**src/rtl/hpwm_pkg.sv**
```systemverilog
package hpwm_pkg;
  // Default split of the duty word: coarse (slot) bits and fine (tap) bits.
  localparam int unsigned HPWM_COARSE_BITS = 2;
  localparam int unsigned HPWM_FINE_BITS   = 2;

  // Number of fine cycles in one full switching period.
  function automatic int unsigned hpwm_period(input int unsigned nc, input int unsigned nd);
    return 32'd1 << (nc + nd);
  endfunction
endpackage

```
**src/rtl/hpwm_rst_sync.sv**
```systemverilog
module hpwm_rst_sync (
  input  logic clk_i,
  input  logic rst_ni,
  output logic run_o
);
  logic [1:0] sync_q;

  always_ff @(posedge clk_i or negedge rst_ni) begin
    if (!rst_ni) sync_q <= 2'b00;
    else         sync_q <= {sync_q[0], 1'b1};
  end

  assign run_o = sync_q[1];
endmodule

```
**src/rtl/hpwm_slot_timer.sv**
```systemverilog
module hpwm_slot_timer #(
  parameter int unsigned NC = 2,
  parameter int unsigned ND = 2
) (
  input  logic          clk_i,
  input  logic          rst_ni,
  input  logic          run_i,
  output logic [ND-1:0] fine_o,
  output logic [NC-1:0] slot_o,
  output logic          slot_first_o,
  output logic          period_start_o
);
  localparam logic [ND-1:0] FINE_LAST = '1;

  logic [ND-1:0] fine_q, fine_d;
  logic [NC-1:0] slot_q, slot_d;

  always_comb begin
    fine_d = fine_q;
    slot_d = slot_q;
    if (run_i) begin
      fine_d = fine_q + 1'b1;
      if (fine_q == FINE_LAST) slot_d = slot_q + 1'b1;
    end
  end

  always_ff @(posedge clk_i or negedge rst_ni) begin
    if (!rst_ni) begin
      fine_q <= '0;
      slot_q <= '0;
    end else begin
      fine_q <= fine_d;
      slot_q <= slot_d;
    end
  end

  assign fine_o         = fine_q;
  assign slot_o         = slot_q;
  assign slot_first_o   = run_i && (fine_q == '0);
  assign period_start_o = slot_first_o && (slot_q == '0);
endmodule

```
**src/rtl/hpwm_tap_line.sv**
```systemverilog
module hpwm_tap_line #(
  parameter int unsigned ND = 2
) (
  input  logic               clk_i,
  input  logic               rst_ni,
  input  logic               run_i,
  input  logic               edge_i,
  input  logic [ND-1:0]      sel_i,
  output logic [(1<<ND)-1:0] taps_o,
  output logic               tap_o
);
  localparam int unsigned TAPS = 1 << ND;

  logic [TAPS-2:0] chain_q, chain_d;

  generate
    if (TAPS == 2) begin : g_single
      always_comb chain_d = edge_i;
    end else begin : g_shift
      always_comb chain_d = {chain_q[TAPS-3:0], edge_i};
    end
  endgenerate

  always_ff @(posedge clk_i or negedge rst_ni) begin
    if (!rst_ni)    chain_q <= '0;
    else if (run_i) chain_q <= chain_d;
  end

  assign taps_o = {chain_q, edge_i};
  assign tap_o  = taps_o[sel_i];
endmodule

```
**src/rtl/hybrid_pwm.sv**
```systemverilog
module hybrid_pwm
  import hpwm_pkg::*;
#(
  parameter int unsigned NC = HPWM_COARSE_BITS,
  parameter int unsigned ND = HPWM_FINE_BITS
) (
  input  logic             clk_i,
  input  logic             rst_ni,
  input  logic [NC+ND-1:0] duty_i,
  output logic             pwm_o
);
  localparam int unsigned N    = NC + ND;
  localparam int unsigned TAPS = 1 << ND;

  logic            run;
  logic [ND-1:0]   fine;
  logic [NC-1:0]   slot;
  logic            slot_first;
  logic            period_start;
  logic [N-1:0]    duty_q, duty_d, duty_eff;
  logic            coarse_hit;
  logic [TAPS-1:0] taps;
  logic            tap_hit;
  logic            pwm_q, pwm_d;

  hpwm_rst_sync u_rst_sync (
    .clk_i  (clk_i),
    .rst_ni (rst_ni),
    .run_o  (run)
  );

  hpwm_slot_timer #(.NC(NC), .ND(ND)) u_timer (
    .clk_i          (clk_i),
    .rst_ni         (rst_ni),
    .run_i          (run),
    .fine_o         (fine),
    .slot_o         (slot),
    .slot_first_o   (slot_first),
    .period_start_o (period_start)
  );

  // Duty in force this cycle: the live word at the boundary, else the held copy.
  assign duty_eff   = period_start ? duty_i : duty_q;
  assign coarse_hit = slot_first && (slot == duty_eff[N-1:ND]);

  hpwm_tap_line #(.ND(ND)) u_taps (
    .clk_i  (clk_i),
    .rst_ni (rst_ni),
    .run_i  (run),
    .edge_i (coarse_hit),
    .sel_i  (duty_eff[ND-1:0]),
    .taps_o (taps),
    .tap_o  (tap_hit)
  );

  always_comb begin
    duty_d = duty_q;
    if (period_start) duty_d = duty_i;
    pwm_d = 1'b0;
    if (run) pwm_d = (period_start | pwm_q) & ~tap_hit;
  end

  always_ff @(posedge clk_i or negedge rst_ni) begin
    if (!rst_ni) begin
      duty_q <= '0;
      pwm_q  <= 1'b0;
    end else begin
      duty_q <= duty_d;
      pwm_q  <= pwm_d;
    end
  end

  assign pwm_o = pwm_q;
endmodule

```
**config.mk**
```make
export PLATFORM = sky130hd
export DESIGN_NAME = hybrid_pwm
export DESIGN_NICKNAME = d
export VERILOG_FILES = /design/src/rtl/hpwm_pkg.sv /design/src/rtl/hpwm_rst_sync.sv /design/src/rtl/hpwm_slot_timer.sv /design/src/rtl/hpwm_tap_line.sv /design/src/rtl/hybrid_pwm.sv
export SDC_FILE = /design/constraint.sdc
export NUM_CORES = 1
export LEC_CHECK = 0
export ABC_CLOCK_PERIOD_IN_PS = 3100
export BUFFER_PORTS_ARGS = -buffer_cell sky130_fd_sc_hd__buf_4
export CAP_MARGIN = 0
export CORE_AREA = 5 5 59 45
export DETAILED_ROUTE_END_ITERATION = 8
export DIE_AREA = 0 0 64 50
export GPL_TIMING_DRIVEN = 0
export SLEW_MARGIN = 20
export SYNTH_ARGS = -nofsm -noshare
export SYNTH_HDL_FRONTEND = slang
export SYNTH_SLANG_ARGS = --single-unit
```
**constraint.sdc**
```tcl
create_clock -name clk_i -period 3.1 [get_ports clk_i]
set_input_delay 0.31 -clock clk_i [delete_from_list [all_inputs] [get_ports clk_i]]
set_output_delay 0.31 -clock clk_i [all_outputs]
set_load 0.02 [all_outputs]
```
Yosys cells after proc, flatten, opt, wreduce, memory -nomap -nowiden
Cells that the tools add are included.
{ "word_totals": {"reg_bits": 14, "input_bits": 6, "output_inout_bits": 1, "elab_cells": 24} }
{ "classes": {"addsub": 2, "order_cmp": 1, "n_eq_ne": 2, "mux": 4, "bitwise_logic": 3, "reduce_logical": 6} }
{ "op_table": {"columns": ["operator", "n"], "rows": [
  ["adder 2 x 1 -> 2 bit (second input constant)", 2],
  ["logical NOT 2 bit", 2],
  ["2-to-1 mux 4 bit", 1],
  ["logical AND 1 bit", 3],
  ["< comparator 2 x 3 -> 1 bit (second input constant)", 1],
  ["binary-select mux 1 bit (select 2 bit)", 1],
  ["== test 2 bit", 1],
  ["== test 2 bit (second input constant)", 1],
  ["2-to-1 mux 1 bit", 2],
  ["AND reduction 2 bit", 1],
  ["AND 1 bit", 1],
  ["NOT 1 bit", 1],
  ["OR 1 bit", 1]
]} }

Logic depth before layout (Yosys ltp)
Gate-level depths: netlist of the first run.
{ "depth": {"word_depth": 11, "mapped_depth": 7, "depth_no_buf": 7} }

Modules after synthesis
Synthesis of the first run repeated with hierarchy kept, for this count alone.
{ "hier_totals": {"hier_cells": 44, "hier_area_um2": 620.6} }
{ "by_module_without_submodules": {"columns": ["module", "instances", "cells_each", "area_per_inst_um2", "seq_area_each_um2"], "rows": [
  ["hpwm_slot_timer", 1, 19, 215.2, 100.1],
  ["hybrid_pwm", 1, 14, 212.7, 125.1],
  ["hpwm_tap_line", 1, 8, 138.9, 75.1],
  ["hpwm_rst_sync", 1, 3, 53.8, 50.0]
]} }

Worst setup path before layout of the first run
Ideal clock, no wire load.
{ "synth_timing": {"path_kind": "reg2reg", "startpoint": "register u_timer.slot_q[0] (netlist: u_timer.slot_o[0])", "endpoint": "register pwm_q (netlist: pwm_o)", "setup_time_ps": 133, "arrival_ps": 1560, "required_ps": 2967, "setup_slack_ps": 1407, "stages_incl_launch_ff": 8, "path_buffers": 0, "synth_period_minus_slack_ps": 1693, "path_cell_list": "dfrtp_1 inv_1 ha_1 nand3_2 mux2_4 xnor2_2 o31ai_1 o21ai_0"} }
{ "synth_via": {"elab_chain_len": 10, "word_cells_on_any_way": 11, "cone_classes": "eq/ne: 1; mux: 4; bitwise: 3; reduce/logical: 3"} }
{ "synth_lines": {"columns": ["element", "line", "text"], "rows": [
  ["start: declaration", "hpwm_slot_timer.sv:16", "logic [NC-1:0] slot_q, slot_d;"],
  ["start signal: assignment", "hpwm_slot_timer.sv:33", "slot_q <= slot_d;"],
  ["logical NOT 2 bit", "hpwm_slot_timer.sv:40", "assign period_start_o = slot_first_o && (slot_q == '0);"],
  ["logical AND 1 bit", "hpwm_slot_timer.sv:40", null],
  ["2-to-1 mux 4 bit", null, null],
  ["== test 2 bit", "hybrid_pwm.sv:44", "assign coarse_hit = slot_first && (slot == duty_eff[N-1:ND]);"],
  ["logical AND 1 bit", "hybrid_pwm.sv:44", null],
  ["binary-select mux 1 bit (select 2 bit)", "hpwm_tap_line.sv:30", "assign tap_o = taps_o[sel_i];"],
  ["2-to-1 mux 1 bit (not written as such)", "hpwm_tap_line.sv:30", null],
  ["NOT 1 bit", "hybrid_pwm.sv:60", "if (run) pwm_d = (period_start | pwm_q) & ~tap_hit;"],
  ["AND 1 bit *", "hybrid_pwm.sv:60", null],
  ["2-to-1 mux 1 bit *", "hybrid_pwm.sv:60", null],
  ["named net pwm_d", "hybrid_pwm.sv:24", "logic pwm_q, pwm_d;"],
  ["end signal: assignment", "hybrid_pwm.sv:69", "pwm_q <= pwm_d;"],
  ["end: declaration", "hybrid_pwm.sv:24", null]
]} }
Mark *: on every way through the listed nets, which the timed path passes. The rest lies on a longest branch. The select of a mux whose other input is x is not followed.
A chain may end at the register's enable or synchronous reset.

Worst setup path after layout of the first run
Ends and elaborated chain as after synthesis.

==> key figures, run 1 <==
GRT
  • First-pass GRT wire length: 1828 um
  • Global route overflow: 0
  • Largest net degree at the start of global routing: 15
  • Initial antenna violation count: 0
  • Vias in the first global route: between 400 and 500
  • GRT Util Overall: under 10%

Worst setup path
  • Worst path cell trace: inv_1 > ha_1 > nand3_2 > mux2_4 > xnor2_2 > o31ai_1 > o21ai_0
  • Reg2Reg Depth: 7
  • Top cell family by delay on the critical path: flip-flops
  • Crit path launch: u_timer.slot_o[0]$_DFFE_PN0P_
  • CP Launch Type: flop
  • Crit path DAT: 2050 ps
  • R2R Setup Slk: between 1000 and 1500 ps
  • Kind of end point of the critical path: flop
  • Setup crit end: pwm_o$_DFF_PN0_
  • CP required: around 3300 ps
  • Slowest stage delay, CP: between 300 and 400 ps
  • WP depth: 7
  • RR Startpoint: u_timer.slot_o[0]$_DFFE_PN0P_
  • FF-to-FF End: pwm_o$_DFF_PN0_
  • Crit-path max FO: 4
  • Buffers and inverters on the worst path: 1
  • Setup CP Type: reg2reg
  • CP max-delay cell: dfrtp_1

Drt
  • Detailed-route DRC error count: 0
  • Final WL: 1093 um
  • Vias per cell: 4.819
  • Final ANT Viol Nets: 0
  • DR iter-0 viols: 24
  • Avg WL per Cell: about 12 um
  • First drt pass iteration count: 4
  • Via count: ~450

Timing
  • Worst hold slack: 281.3 ps
  • Fmax: approximately 0.53 GHz
  • RSZ-0062 raised after global routing: no
  • Setup TNS: 0 ps
  • Worst Clk Skew: between 2 and 3 ps
  • Final setup vio count: 0
  • Min cycle time layout: roughly 1900 ps
  • Slew Viols, Final: 0
  • Crit share post-route: between 60% and 70%
  • Worst setup margin: around 1200 ps
  • Final Hold Viols: 0

Finish
  • Non-filler cells, final: 94
  • # nets final: 80
  • Antenna diode count: 0
  • Share of cells above drive strength 1: a little over a quarter
  • Area Growth Syn to Fin: 17.86%

Yosys
  • Mapped Nets: between 60 and 70
  • Yosys top cell by area: dfrtp_1
  • Share of the synthesized area in the top cell type: 51.57%
  • Synthesized area: slightly below 700 um2
  • Yosys cell types: 22
  • Cells after Synth: 59
  • Synth top area cells: dfrtp_1 (52%), mux2_2 (8.3%), ha_1 (5.5%), mux2i_1 (4.4%), inv_1 (3.9%)
  • FF+latch count, synth: 14
  • Avg Inst Size Synth: around 12 um2
  • Yosys Warn Count: 0
  • Post-synthesis sequential area ratio: just over 50%

Power and ir drop
  • Power per cell area: about 940 mW/mm2
  • Lkg Pwr: approximately 0.39 nW
  • Peak VDD IR: between 0.3 and 0.4 mV

CTS
  • CTS buffer count: 3
  • Clock buffer depth: 2
  • Post-CTS Setup Inserts: 0
  • Root Buffer: clkbuf_4
  • Skew-Pair Late Insertion Delay: ~280 ps
  • Clk sinks: 14
  • Worst-path clk slew: 80 ps
  • H-tree depth: 1
  • TritonCTS clock tree: built

Floorplanning
  • Die width: around 64 um
  • Row cnt: 14
  • Core area: a little over 0.002 mm2
  • Die height: about 50 um
  • I/O pin count: 7
  • Initial Util: 33.15%
  • DIE AREA: roughly 0.0032 mm2

Flow run
  • Max-cap violations: 0

Placement
  • Pre-CTS setup slack: around 1200 ps
  • HPWL after detailed placement: ~840 um
  • Final GP Congestion: roughly 0.72
  • Port Buf Inserts: 6
  • Dpl cells: about 90

Run status
  • Status: complete, no violations

Worst hold path
  • Worst Hold Class: in2reg
==> final cells by class <==
type,instances,area [um2]
Buffer,1,5.005
Fill cell,209,1249
Sequential cell,14,350.3
Multi-Input combinational cell,37,297.8
Inverter,7,26.28
Timing Repair Buffer,7,55.05
Tap cell,24,30.03
Clock buffer,4,36.28
==> power by group <==
part	internal [W]	switching, W	leakage [nW]	total (W)
logic	0.000160	0.000151	0.199	0.000311
registers	0.000263	0.0000494	0.170	0.000312
clock network	0.0000715	0.0000596	0.0210	0.000131
==> worst min-delay path by stage <==
stage	from	end	slack, ps	cells after the start
final	duty_i[1]	duty_q[1]$_DFF_PN0_	280	2
after CTS	duty_i[1]	duty_q[1]$_DFF_PN0_	270	2
after detailed placement	rst_ni	pwm_o$_DFF_PN0_	170	1
after floorplan	rst_ni	duty_q[0]$_DFF_PN0_	10	0
after global placement	rst_ni	pwm_o$_DFF_PN0_	170	1
after global routing	duty_i[1]	duty_q[1]$_DFF_PN0_	270	2
==> cells in the mapped netlist <==
| library cell | instances |
|---|---|
| dfrtp_1 | 14 |
| nand2b_1 | 2 |
| inv_1 | 7 |
| a21oi_1 | 2 |
| ha_1 | 3 |
| mux2_4 | 1 |
| o21bai_1 | 1 |
| o31ai_1 | 1 |
| nor2_1 | 1 |
| mux2_2 | 5 |
| conb_1 | 1 |
| nor3_1 | 2 |
| mux2i_1 | 3 |
| o2111a_1 | 1 |
| nand3_2 | 1 |
| nand2_1 | 4 |
| buf_2 | 1 |
| xor2_1 | 1 |
| o21ai_0 | 3 |
| nand3_1 | 2 |
| xnor2_1 | 2 |
| xnor2_2 | 1 |
==> metal layers <==
| layer | GRT usage, % | vias up | wire length [um] |
|---|---|---|---|
| met5 | 0 | - | 0 |
| met4 | 2.076 | 0 | 7 |
| met3 | 5.455 | 2 | 92 |
| met2 | 10.54 | 13 | 449 |
| met1 | 9.847 | 217 | 544 |
| li1 | - | 221 | - |
==> worst reg2reg max path: cells and delay by family, from the launching register on <==
kind / cells / cell delay (ps)
xor+xnor: 1 / 140
buf+inv: 1 / 120
compound gates: 2 / 340
simple gates: 1 / 170
flops: 1 / 390
mux: 1 / 350
fa+ha+maj: 1 / 260
==> layout by cell type, fill, tap and decap left out, types with 2 or more instances in the layout <==
master and n:
buf_4 6, a21oi_1 2, mux2i_1 3, nand2_1 4
nor3_1 2, ha_1 3, xnor2_1 2, mux2_2 5
nand3_1 2, clkbuf_4 3, o21ai_0 3, nand2b_1 2
inv_1 7, dfrtp_1 14
==> cell families (layout without fill, tap and decap cells) <==
family / count (synthesis) / count (layout) / synth area share, %
flip-flops: 14 / 14 / 51.57
AO/OA/AOI/OAI: 8 / 8 / 7.551
XOR/XNOR: 4 / 4 / 6.263
other: 1 / 1 / 0.5520
multiplexers: 9 / 9 / 14.92
AND/OR/NAND/NOR: 12 / 12 / 9.023
adder cells (fa/ha/maj): 3 / 3 / 5.525
buffers and inverters: 8 / 19 / 4.604
==> registers in the layout, indices dropped and copies added, names as in the netlist <==
signal	flops
u_rst_sync.sync_q	2
pwm_o	1
u_timer.slot_o	2
duty_q	4
u_timer.fine_o	2
u_taps.chain_q	3
==> metrics by stage <==
step	cell area, um2	utilization [%]	total power [W]
after floorplan	679.4	-	0.0005580
after global placement	754.5	36.81	0.0006189
after detailed placement	754.5	36.81	0.0006302
after CTS	800.8	39.07	0.0007635
after global routing	800.8	39.07	0.0008132
final	800.8	39.07	0.0007543
==> timing repair <==
item	CTS	global route
hold endpoints to repair	14	0
gates resized for setup	0	0
hold buffers	1	0
Power figures use the tool's default switching activity.
==> inputs of run 2 (changes only) <==
--- a/config.mk
+++ b/config.mk
@@ -5,7 +5,7 @@
 export SDC_FILE = /design/constraint.sdc
 export NUM_CORES = 1
 export LEC_CHECK = 0
-export ABC_CLOCK_PERIOD_IN_PS = 3100
+export ABC_CLOCK_PERIOD_IN_PS = 1700
 export BUFFER_PORTS_ARGS = -buffer_cell sky130_fd_sc_hd__buf_4
 export CAP_MARGIN = 0
 export CORE_AREA = 5 5 59 45
==> constraint.sdc (replaced) <==
create_clock -name clk_i -period 1.7 [get_ports clk_i]
set_input_delay 0.17 -clock clk_i [delete_from_list [all_inputs] [get_ports clk_i]]
set_output_delay 0.17 -clock clk_i [all_outputs]
set_load 0.02 [all_outputs]
==> run 2 against run 1 <==
Total power up 110%. Clock skew down 0.78 ps. Register-to-register slack worse by 1100 ps. Utilization up 2.9 points. Final cell count up 3.2%. Routed wire length up 6.8%. Via count down 1.3%. Combinational power up 140%.
==> key figures, run 2 (same netlist as run 1, synthesis figures left out) <==
Worst setup path
  • CP Launch Type: flop
  • Slowest stage delay, CP: between 400 and 500 ps
  • Setup CP Type: reg2reg
  • Worst path cell trace: inv_2 > ha_4 > nand3_4 > mux2_4 > xnor2_2 > o31ai_2 > o21ai_1
  • CP max-delay cell: dfrtp_1
  • R2R Setup Slk: slightly above 80 ps
  • Buffers and inverters on the worst path: 1
  • Top cell family by delay on the critical path: flip-flops
  • Crit path DAT: approximately 1800 ps
  • Crit-path max FO: 4
  • RR Startpoint: u_timer.slot_o[1]$_DFFE_PN0P_
  • Kind of end point of the critical path: flop
  • CP required: roughly 1900 ps
  • Crit path launch: u_timer.slot_o[1]$_DFFE_PN0P_

Flow run
  • Max-cap violations: 0

Timing
  • Worst hold slack: around 140 ps
  • Fmax: ~0.6 GHz
  • Slew Viols, Final: 0
  • Min cycle time layout: 1617 ps
  • Worst setup margin: roughly 83 ps
  • Crit share post-route: a little over nine tenths
  • Worst Clk Skew: 1.822 ps
  • Final setup vio count: 0
  • RSZ-0062 raised after global routing: no
  • Final Hold Viols: 0

Drt
  • Avg WL per Cell: between 10 and 15 um
  • Detailed-route DRC error count: 0
  • Final ANT Viol Nets: 0
  • Via count: roughly 450
  • First drt pass iteration count: 4
  • Vias per cell: around 4.6
  • DR iter-0 viols: 27
  • Final WL: around 1200 um

GRT
  • First-pass GRT wire length: slightly below 2000 um
  • Global route overflow: 0
  • Vias in the first global route: approximately 420
  • Grt peak-use layer: met2
  • Grt met2 use: between 10% and 20%
  • Largest net degree at the start of global routing: 15
  • GRT Util Overall: approximately 8.3%
  • Initial antenna violation count: 0
  • M3 GR Usage: roughly 5.5%
  • M1 GR Usage: under 10%

Run status
  • Status: complete, no violations

Placement
  • Port Buf Inserts: 6
  • Pre-CTS setup slack: -172.9 ps
  • Final GP Congestion: roughly 0.72
  • HPWL after detailed placement: 837.5 um

CTS
  • H-tree depth: 1
  • Clk sinks: 14
  • Skew-Pair Late Insertion Delay: ~280 ps
  • Worst-path clk slew: about 80 ps
  • CTS buffer count: 3
  • Root Buffer: clkbuf_4
  • TritonCTS clock tree: built
  • Clock buffer depth: 2

Finish
  • Most frequent cells in the layout: dfrtp_1 (14), buf_4 (9), mux2_2 (5), inv_2 (4), nand2_1 (4)
  • Max reg flops: 4
  • Most common cell after layout, fill and taps aside: dfrtp_1
  • # nets final: between 80 and 90
  • Area Growth Syn to Fin: 26.70%
  • Largest regs: duty_q: 4 flops, u_taps.chain_q: 3 flops
  • Antenna diode count: 0
  • Top reg by flops: duty_q
  • Share of cells above drive strength 1: around 40%

Floorplanning
  • Row cnt: 14
  • Initial Util: 33.15%
  • Core area: ~0.002 mm2
  • DIE AREA: 0.003200 mm2
  • I/O pin count: 7
  • Die height: around 50 um
  • Die width: approximately 64 um

Power and ir drop
  • Clock network power share: 15.4%
  • Peak VDD IR: between 0.8 and 0.9 mV
  • Power per cell area: 1798 mW/mm2
  • P_sw: about 0.00055 W
  • Combinational power share: around 48%
  • Internal: roughly 0.001 W
  • Switching Fraction: approximately a third
  • Reg power frac: roughly 37%
  • Lkg Pwr: slightly above 0.4 nW

Worst hold path
  • Worst Hold Class: in2reg
  • Hold Startpoint: duty_i[1]
## run 2: cell count changes in the layout (fill, tap and decap cells not counted), sizes merged
| cell | previous run | this run |
|---|---|---|
| buf | 7 | 10 |
## run 2: metal layers
metal  vias to the layer above  share of wire, %
li1                        225                 -
met1                       213                47
met3                         0               6.9
met5                         -                 0
met4                         0                 0
met2                         9                46
## run 2: stage by stage
| stage | TNS [ps] | instance area [um2] | std cells | util, % | power, W |
|---|---|---|---|---|---|
| finish | 0 | 860.8 | 97 | 42.00 | 0.001548 |
| detailed placement | -226.6 | 754.5 | 89 | 36.81 | 0.001149 |
| floorplan | 0 | 679.4 | 59 | - | 0.001017 |
| CTS | 0 | 848.3 | 96 | 41.39 | 0.001508 |
| global route | 0 | 860.8 | 97 | 42.00 | 0.001668 |
| global placement | -261.9 | 754.5 | 89 | 36.81 | 0.001129 |
## run 2: area by class of cell
cell class                      instances  area (um2)
Timing Repair Buffer                   10       77.57
Clock buffer                            4       36.28
Multi-Input combinational cell         37       335.3
Sequential cell                        14       350.3
Buffer                                  1       5.005
Tap cell                               24       30.03
Inverter                                7       26.28
Fill cell                             200        1189
## run 2: path summary, 6_finish.rpt
kind	depth (start not counted)	end
worst max-delay path	7	pwm_o$_DFF_PN0_
worst min-delay path	2	duty_q[1]$_DFF_PN0_
worst max register to register	7	pwm_o$_DFF_PN0_
worst min register to register	0	u_rst_sync.sync_q[1]$_DFF_PN0_
max in group asynchronous	2	u_timer.slot_o[0]$_DFFE_PN0P_
min in group asynchronous	2	pwm_o$_DFF_PN0_
## run 2: power by group through the flow
stage	logic (W)	clock network, W	registers (W)
5_1_grt	0.000818	0.000259	0.000590
3_5_place_dp	0.000570	0	0.000579
2_1_floorplan	0.000451	0	0.000567
4_1_cts	0.000694	0.000246	0.000568
3_3_place_gp	0.000562	0	0.000567
6_report	0.000740	0.000238	0.000571
## run 2: repair_timing
action,4_1_cts,5_1_grt
setup buffers,2,1
setup endpoints to repair,2,1
hold buffers,1,0
pin swaps,0,0
endpoints found under the hold margin,14,0
gates resized for setup,6,5
cloned,0,0
==> inputs of run 3 (changes only) <==
--- a/config.mk
+++ b/config.mk
@@ -8,11 +8,12 @@
 export ABC_CLOCK_PERIOD_IN_PS = 1700
 export BUFFER_PORTS_ARGS = -buffer_cell sky130_fd_sc_hd__buf_4
 export CAP_MARGIN = 0
-export CORE_AREA = 5 5 59 45
+export CORE_AREA = 5 5 49 51
 export DETAILED_ROUTE_END_ITERATION = 8
-export DIE_AREA = 0 0 64 50
+export DIE_AREA = 0 0 54 56
 export GPL_TIMING_DRIVEN = 0
 export SLEW_MARGIN = 20
 export SYNTH_ARGS = -nofsm -noshare
 export SYNTH_HDL_FRONTEND = slang
+export SYNTH_HIERARCHICAL = 1
 export SYNTH_SLANG_ARGS = --single-unit
==> run 3 against run 2 <==
The run now ends with setup timing left. First-iteration DRC count decreased by 89%. Via count down 15%. Routed wire length decreased by 10%. Final cell count fell by 7.2%. Sequential power is 11% lower. Non-clock buffer count grew 5. Combinational power down 22%. Register-to-register slack got worse by 500 ps. Design area fell by 3.8%. Clock-buffer cell count unchanged. Sequential share of layout area grew 1.7 points. Highest routed layer unchanged.
==> key figures, run 3 <==
Run status
  • Status: finished with violations
  • Failing checks: setup timing

Drt
  • Final ANT Viol Nets: 0
  • First drt pass iteration count: 2
  • Avg WL per Cell: about 12 um
  • Final WL: about 1000 um
  • Vias per cell: 4.244
  • Via count: ~380
  • DR iter-0 viols: 3
  • Detailed-route DRC error count: 0

Timing
  • Crit share post-route: 124.7%
  • Worst Clk Skew: 6.073 ps
  • Final Hold Viols: 0
  • Slew Viols, Final: 0
  • Fmax: around 0.47 GHz
  • Final setup vio count: 2
  • Worst setup margin: -419.8 ps
  • RSZ-0062 raised after global routing: yes
  • Min cycle time layout: 2120 ps

Finish
  • Multi-input combinational cell area: roughly 270 um2
  • Layout Utilization: between 40 and 50%
  • Share of cells above drive strength 1: between 50% and 60%
  • Max reg flops: 4
  • Final instance area: around 830 um2
  • # nets final: between 70 and 80
  • Register Area: ~350 um2
  • Top reg by flops: duty_q
  • Most common cell after layout, fill and taps aside: buf_4
  • Filler cell count: 191
  • Largest regs: duty_q: 4 flops, u_taps/chain_q: 3 flops
  • Area Growth Syn to Fin: 35.10%
  • Antenna diode count: 0
  • Most frequent cells in the layout: buf_4 (15), dfrtp_1 (13), mux2_2 (5)

Power and ir drop
  • P_sw: ~0.00038 W
  • Peak VDD IR: 0.6676 mV
  • Power per cell area: 1598 mW/mm2
  • Combinational power share: a little over two fifths
  • Clock network power share: 17.9%
  • Internal: approximately 0.00094 W
  • Switching Fraction: between 20% and 30%
  • Lkg Pwr: 0.4034 nW
  • Reg power frac: just under 40%

Worst hold path
  • Worst Hold Class: in2reg

Worst setup path
  • Crit-path max FO: 3
  • R2R Setup Slk: -420 ps
  • Crit path DAT: around 2300 ps
  • CP Launch Type: flop
  • CP required: 1910 ps
  • Setup CP Type: reg2reg
  • Kind of end point of the critical path: flop

CTS
  • Clock buffer depth: 2
  • H-tree depth: 1
  • CTS buffer count: 3
  • Worst-path clk slew: about 90 ps
  • Root Buffer: clkbuf_4
  • Clk sinks: 14
  • Skew-Pair Late Insertion Delay: ~280 ps
  • TritonCTS clock tree: built

Yosys
  • Avg Inst Size Synth: between 10 and 15 um2
  • Mapped Nets: 52
  • Yosys Warn Count: 6
  • Synthesized area: 613.1 um2
  • Cells after Synth: between 40 and 50

GRT
  • Vias in the first global route: 404
  • Global route overflow: 0
  • GRT Util Overall: around 8.3%
  • Largest net degree at the start of global routing: 15
  • Initial antenna violation count: 0
  • First-pass GRT wire length: ~1800 um

Placement
  • Port Buf Inserts: 6
  • HPWL after detailed placement: between 600 and 700 um
  • Final GP Congestion: between 0.6 and 0.7
  • Cell Area, Placed: about 700 um2

Floorplanning
  • Row cnt: 16
  • Initial Util: between 30 and 40%
  • I/O pin count: 7
  • Die height: 56 um
  • DIE AREA: just over 0.003 mm2
  • Core area: 0.001902 mm2
  • Die width: roughly 54 um

Flow run
  • Max-cap violations: 0
==> run 3: layout make-up <==
cell class,instances,area share (%)
Multi-Input combinational cell,25,32.48
Sequential cell,14,42.45
Tap cell,27,4.079
Clock buffer,4,4.381
Inverter,4,1.813
Timing Repair Buffer,16,14.80
==> run 3: layer usage <==
metal,part of all wire [%],GRT usage [%],up-vias
met4,0,5.338,0
li1,-,-,182
met1,47,10.72,194
met2,48,11.59,6
met5,0,0,-
met3,5.4,2.681,0
==> run 3: timing repair <==
item	CTS	global route
gates resized for setup	3	1
hold buffers	1	0
setup endpoints to repair	2	2
setup buffers	8	1
pin swaps	1	1
hold endpoints to repair	14	0
==> run 3: power by group through the flow <==
stage | clock network, W | logic, W | registers [W]
floorplan | 0 | 0.000321 | 0.000523
global placement | 0 | 0.000383 | 0.000532
detailed placement | 0 | 0.000394 | 0.000536
CTS | 0.000247 | 0.000550 | 0.000509
global route | 0.000262 | 0.000635 | 0.000522
finish | 0.000237 | 0.000576 | 0.000511
==> run 3: final timing paths <==
| path | startpoint | end | depth (start not counted) |
|---|---|---|---|
| min in group asynchronous | rst_ni | duty_q[3]$_DFF_PN0_ | 2 |
| hold reg to reg | u_rst_sync/sync_q[0]$_DFF_PN0_ | u_rst_sync/sync_q[1]$_DFF_PN0_ | 0 |
| setup / recovery | u_timer/fine_o[1]$_DFFE_PN0P_ | pwm_o$_DFF_PN0_ | 8 |
| max in group asynchronous | rst_ni | u_rst_sync/sync_q[1]$_DFF_PN0_ | 2 |
| hold / removal | duty_i[3] | duty_q[3]$_DFF_PN0_ | 2 |
| setup reg to reg | u_timer/fine_o[1]$_DFFE_PN0P_ | pwm_o$_DFF_PN0_ | 8 |
==> run 3: stage by stage <==
step	setup TNS, ps	hold WS, ps	setup slack, ps	instances	power [W]
floorplan	-424.5	-125.6	-365.0	43	0.0008432
global placement	-600.1	29.05	-456.7	76	0.0009148
detailed placement	-615.5	31.33	-463.9	76	0.0009300
CTS	-449.2	130.7	-384.3	89	0.001306
global route	-648.3	120.7	-516.3	90	0.001420
finish	-501.9	139.5	-419.8	90	0.001324
==> run 3: worst max-delay path, stage by stage (launching register included) <==
cell,delay [ps]
dfrtp_1,390
inv_2,90
ha_4,130
and3_4,200
mux2_4,310
xnor2_1,120
and3_1,180
mux4_2,460
nor3b_2,180
